<file path="src/rtl/irq_enc_pkg.sv">
package irq_enc_pkg;

  localparam int NUM_SRC = 13;
  localparam int DATA_W  = 16;
  localparam int ADDR_W  = 6;
  localparam int LVL_W   = 4;
  localparam logic [LVL_W-1:0] IDLE_LVL = LVL_W'((1 << LVL_W) - 1);

  localparam logic [ADDR_W-1:0] OFF_MASK = 6'h00;
  localparam logic [ADDR_W-1:0] OFF_PWR  = 6'h30;
  localparam logic [ADDR_W-1:0] OFF_VER  = 6'h32;
  localparam logic [ADDR_W-1:0] OFF_PORT = 6'h36;
  localparam logic [DATA_W-1:0] VERSION_WORD = 16'h0010;

  typedef enum logic [1:0] {
    RD_ZERO = 2'd0,
    RD_MASK = 2'd1,
    RD_PORT = 2'd2,
    RD_VER  = 2'd3
  } rdSel_e;

  typedef struct packed {
    logic   maskWe;
    logic   portWe;
    logic   pwrOff;
    rdSel_e rdSel;
  } ctrlStrobe_t;

  // monitor bit position of each source; level of source i is i
  function automatic int srcBit(input int idx);
    case (idx)
      0:  srcBit = 11;
      1:  srcBit = 9;
      2:  srcBit = 8;
      3:  srcBit = 12;
      4:  srcBit = 10;
      5:  srcBit = 6;
      6:  srcBit = 5;
      7:  srcBit = 4;
      8:  srcBit = 7;
      9:  srcBit = 14;
      10: srcBit = 13;
      11: srcBit = 0;
      default: srcBit = 15;
    endcase
  endfunction

  // lowest pending level, inverted so that idle encodes as zero
  function automatic logic [LVL_W-1:0] encodeLevel(input logic [DATA_W-1:0] pend);
    logic [LVL_W-1:0] lvl;
    lvl = IDLE_LVL;
    for (int i = NUM_SRC - 1; i >= 0; i--) begin
      if (pend[srcBit(i)]) lvl = LVL_W'(i);
    end
    encodeLevel = lvl ^ IDLE_LVL;
  endfunction

endpackage

</file>
<file path="src/rtl/irq_enc_ctrl.sv">
module irq_enc_ctrl
  import irq_enc_pkg::*;
(
  input  logic [ADDR_W-1:0] busAddr,
  input  logic              busWe,
  input  logic              wrBit0,
  output ctrlStrobe_t       strb
);

  always_comb begin
    strb.maskWe = busWe && (busAddr == OFF_MASK);
    strb.portWe = busWe && (busAddr == OFF_PORT);
    strb.pwrOff = busWe && (busAddr == OFF_PWR) && wrBit0;
    case (busAddr)
      OFF_MASK: strb.rdSel = RD_MASK;
      OFF_PORT: strb.rdSel = RD_PORT;
      OFF_VER:  strb.rdSel = RD_VER;
      default:  strb.rdSel = RD_ZERO;
    endcase
  end

endmodule

</file>
<file path="src/rtl/irq_enc_datapath.sv">
module irq_enc_datapath
  import irq_enc_pkg::*;
(
  input  logic               clk,
  input  logic               rstN,
  input  ctrlStrobe_t        strb,
  input  logic [DATA_W-1:0]  wrData,
  input  logic [NUM_SRC-1:0] irqIn,
  output logic [DATA_W-1:0]  rdData,
  output logic [LVL_W-1:0]   levelOut,
  output logic [DATA_W-1:0]  portOut,
  output logic               shutdownReq
);

  logic [DATA_W-1:0] monReg;
  logic [DATA_W-1:0] maskReg;
  logic [DATA_W-1:0] monNext;
  logic [DATA_W-1:0] maskNext;

  // scatter the request lines onto their monitor bit positions
  always_comb begin
    monNext = '0;
    for (int i = 0; i < NUM_SRC; i++) begin
      monNext[srcBit(i)] = irqIn[i];
    end
  end

  assign maskNext = strb.maskWe ? wrData : maskReg;

  always_ff @(posedge clk or negedge rstN) begin
    if (!rstN) begin
      monReg      <= '0;
      maskReg     <= '0;
      portOut     <= '0;
      levelOut    <= '0;
      shutdownReq <= 1'b0;
      rdData      <= '0;
    end else begin
      monReg      <= monNext;
      maskReg     <= maskNext;
      if (strb.portWe) portOut <= wrData;
      levelOut    <= encodeLevel(monNext & maskNext);
      shutdownReq <= strb.pwrOff;
      case (strb.rdSel)
        RD_MASK: rdData <= maskReg;
        RD_PORT: rdData <= portOut;
        RD_VER:  rdData <= VERSION_WORD;
        default: rdData <= '0;
      endcase
    end
  end

  // registered level always agrees with the stored monitor and mask
  a_r4_level_tracks_state: assert property (@(posedge clk) disable iff (!rstN)
    levelOut == encodeLevel(monReg & maskReg));

  // a nonzero level needs at least one enabled, asserted source
  a_r3_level_needs_enable: assert property (@(posedge clk) disable iff (!rstN)
    (levelOut != '0) |-> ((monReg & maskReg) != '0));

endmodule

</file>
<file path="src/rtl/irq_level_encoder.sv">
module irq_level_encoder
  import irq_enc_pkg::*;
(
  input  logic               clk,
  input  logic               rstN,
  input  logic [ADDR_W-1:0]  busAddr,
  input  logic               busWe,
  input  logic [DATA_W-1:0]  busWrData,
  output logic [DATA_W-1:0]  busRdData,
  input  logic [NUM_SRC-1:0] irqIn,
  output logic [LVL_W-1:0]   irlOut,
  output logic [DATA_W-1:0]  portOut,
  output logic               shutdownReq
);

  ctrlStrobe_t strb;

  irq_enc_ctrl u_ctrl (
    .busAddr (busAddr),
    .busWe   (busWe),
    .wrBit0  (busWrData[0]),
    .strb    (strb)
  );

  irq_enc_datapath u_dp (
    .clk         (clk),
    .rstN        (rstN),
    .strb        (strb),
    .wrData      (busWrData),
    .irqIn       (irqIn),
    .rdData      (busRdData),
    .levelOut    (irlOut),
    .portOut     (portOut),
    .shutdownReq (shutdownReq)
  );

  // every shutdown pulse comes from a power-off write with bit 0 set
  a_r8_pulse_cause: assert property (@(posedge clk) disable iff (!rstN)
    shutdownReq |-> $past(busWe && (busAddr == OFF_PWR) && busWrData[0]));

  // version offset always reads its fixed word
  a_r9_version_read: assert property (@(posedge clk) disable iff (!rstN)
    ($past(busAddr) == OFF_VER) |-> (busRdData == VERSION_WORD));

  // unlisted offsets read zero (power-off also reads zero, R8)
  a_r10_unlisted_zero: assert property (@(posedge clk) disable iff (!rstN)
    (($past(busAddr) != OFF_MASK) && ($past(busAddr) != OFF_PORT) &&
     ($past(busAddr) != OFF_VER)) |-> (busRdData == '0));

endmodule

</file>
<file path="config.mk">
export PLATFORM = sky130hd
export DESIGN_NAME = irq_level_encoder
export DESIGN_NICKNAME = d
export VERILOG_FILES = /design/src/rtl/irq_enc_pkg.sv /design/src/rtl/irq_enc_ctrl.sv /design/src/rtl/irq_enc_datapath.sv /design/src/rtl/irq_level_encoder.sv
export SDC_FILE = /design/constraint.sdc
export NUM_CORES = 1
export LEC_CHECK = 0
export ABC_CLOCK_PERIOD_IN_PS = 2600
export BUFFER_PORTS_ARGS = -buffer_cell sky130_fd_sc_hd__buf_2
export CAP_MARGIN = 20
export CORE_MARGIN = 2
export CORE_UTILIZATION = 54
export DETAILED_ROUTE_END_ITERATION = 12
export GPL_ROUTABILITY_DRIVEN = 0
export PLACE_DENSITY = 0.84
export SYNTH_ARGS = -nofsm -noshare
export SYNTH_HDL_FRONTEND = slang
export SYNTH_SLANG_ARGS = --single-unit
</file>
<file path="constraint.sdc">
create_clock -name clk -period 2.6 [get_ports clk]
set_input_delay 0.39 -clock clk [delete_from_list [all_inputs] [get_ports clk]]
set_output_delay 0.39 -clock clk [all_outputs]
set_load 0.01 [all_outputs]
</file>
==> impl_results.md <==
* Slew Limit Fails at 0
* Crit end category: flip-flop
* CP Max Fanout at 4
* Maximum clock rate at roughly 440 MHz
* Setup Fix Bufs, Post-CTS at 0
* Later-pin clock latency in the skew report at 0.31 ns
* Slew HR at 60.8%
* All-Layer GR Usage at 24.3%
* Worst Hold Class: in -> async
* Async S/R FF share, synth at 100%
* Hpwl dp at 4070 um
* WS Path Type: in -> reg
* H-tree Lvls at 2
* Post-synth EDFFs at 0
* Post-route DRC at 0
* Mapped Area at 2320 sq um
* Final nets at 318
* Startpoint class of the critical path: input pin
* Period minus WS final at 2.25 ns
* Vias per cell at 5.73
* Vias in the first global route at 1959
* Clk slew on worst S/H paths at 0.09 ns
* Power Internal at 1370 uW
* Antenna violations before repair at 0
* DR iter-0 viols at 110
* Total CTS buffers at 5
* Peak supply drop at ~0.00051 V
* Status: finished clean
* Worst-Margin Slew at 0.588 ns
* Clock Path Buffers at 2
* Tot Pwr at roughly 1900 uW
* First-pass GRT wire length at roughly 9300 um
* WL final at between 5000 and 6000 um
* Worst EP required at between 2 and 3 ns
* Seq cells post-synth at 53
* Largest net degree at the start of global routing at 29
* Clock tree from TritonCTS: built
* Leakage Power at 0.00158 uW
* Synth Warn # at 0
* Sequential share of the synthesized area at between 50% and 60%
* Final setup TNS at 0 ns
* # setup viols final at 0
* # resized after CTS at 0
* Cell Pwr Density at 639 nW/um^2
* Hold_buf cts at 0
* Core ar. at slightly above 4000 sq um
* CTS Root Cell: clkbuf_8
* Initial core utilization at 57.3%
* Final period utilization at 86.6%
* Cell count after synthesis at 198
* Max Cap Viol at 0
* Yosys cell types at 44
* Layout cells sized above 1 at approximately two fifths
* Net Switching at 481 uW
* # IOs at 75
* WL/cell at 16.7 um
* Register share of total power at 52.2%
* Sink Count at 53
* Gate power share at about 17%
* Die area at 4850 sq um
* Switching share of power at 26.0%
* Worst Skew at 0.00934 ns
* Clock network fraction of design power at between 30% and 40%
* Area growth syn-to-layout at 24.7%
* Routed vias at 1895
* Router iterations before antenna repair at 4
* Mapped Avg Cell Area at 11.7 sq um
* Die height at between 60 and 70 um
* Arrival time worst endpoint at 2.44 ns
* Diode count at 0
* RSZ-0062 raised after global routing: false
* IO Port Bufs at 74
* Die width at 69.6 um
* Gr ovfl total at 0
* Dominant synthesized flop cell: dfrtp_1
* Syn Nets at 236
* R2R setup slack at ~0.99 ns
* Final hold violation count at 0
* Hold WS at ~0.073 ns
* Row Count at 23
* Routed Antenna Nets at 0
## layer usage
metal	GRT usage [%]	vias up	wire (um)
met5	0	-	0
met4	10.7	0	152
met3	6.25	22	335
met2	39.4	77	2670
met1	30.8	908	2370
li1	-	888	-
## path summary, 6_finish.rpt
kind	from	cells past startpoint	endpoint
max	busAddr[0]	6	u_dp.levelOut[3]$_DFF_PN0_
min	rstN	1	u_dp.maskReg[14]$_DFF_PN0_
max reg2reg	u_dp.maskReg[5]$_DFF_PN0_	3	u_dp.levelOut[3]$_DFF_PN0_
min reg2reg	u_dp.maskReg[3]$_DFFE_PN0N_	2	u_dp.maskReg[3]$_DFFE_PN0N_
max in group asynchronous	rstN	2	u_dp.maskReg[9]$_DFF_PN0_
min in group clk	busWrData[15]	3	u_dp.maskReg[15]$_DFF_PN0_
## power by group through the flow
stage                     Combinational, uW  Sequential (uW)  Clock [uW]
final                                   311              967         575
after global routing                    344              978         625
after CTS                               313              966         583
after detailed placement                310              983           0
after global placement                  300              979           0
after floorplan                         138             1000           0
## state kept, by name (all words and copies together), names as in the netlist
signal            cells
u_dp.levelOut         4
u_dp.maskReg         16
u_dp.portOut         16
u_dp.rdData          16
u_dp.shutdownReq      1
## stage by stage
step,util (%),worst slack [ns],instance area [sq um],std cells
6_report,71.4,0.347,2900,331
5_1_grt,71.4,0.297,2900,331
4_1_cts,71.4,0.352,2900,331
3_5_place_dp,68.5,0.0391,2780,323
3_3_place_gp,68.5,0.0771,2780,323
2_1_floorplan,-,0.200,2320,198
## layout make-up
type	count	area (sq um)
Inverter	2	7.51
Tap cell	50	62.6
Timing Repair Buffer	83	438
Sequential cell	53	1330
Multi-Input combinational cell	135	947
Clock buffer	7	86.3
Fill cell	288	1160
Clock inverter	1	30.0
## kinds of logic after synthesis
family / after synthesis / synth area share [%]
compound gates: 50 / 16.6
flops: 53 / 57.1
buf+inv: 10 / 2.21
mux: 22 / 10.7
simple gates: 63 / 13.4
## synthesized netlist by cell type (2+ instances only)
cell type / count / share of area [%]
and3_1: 4 / 1.1
buf_4: 2 / 0.65
dfrtp_1: 53 / 57
or2_2: 2 / 0.54
buf_2: 5 / 1.1
a21oi_1: 3 / 0.65
inv_1: 2 / 0.32
o21ai_0: 6 / 1.3
a21boi_1: 3 / 0.97
nand2_1: 39 / 6.3
mux2i_1: 2 / 0.86
nand3_1: 5 / 1.1
a21boi_0: 6 / 1.9
nand4_1: 2 / 0.54
a22o_1: 16 / 6.0
mux2_2: 19 / 9.2
nor3_1: 2 / 0.43
## worst max-delay path: stages
cell and delay, ns:
buf_2 0.12, or4_1 0.65, nor2_8 0.19, mux2_4 0.32
a22o_1 0.26, or4b_1 0.51
## cells in the final DEF (no fill, tap or decap), types with 2 or more instances in the layout
| cell type | count |
|---|---|
| a21oi_1 | 3 |
| and3_1 | 4 |
| inv_1 | 2 |
| mux2_2 | 19 |
| o21ai_0 | 6 |
| clkbuf_8 | 6 |
| dfrtp_1 | 53 |
| a22o_1 | 16 |
| mux2i_1 | 2 |
| nand3_1 | 5 |
| buf_4 | 9 |
| nand2_1 | 39 |
| a21boi_0 | 6 |
| nand4_1 | 2 |
| buf_2 | 74 |
| nor3_1 | 2 |
| a21boi_1 | 3 |
| or2_2 | 2 |
No activity file was read; power rests on OpenSTA's default activity.
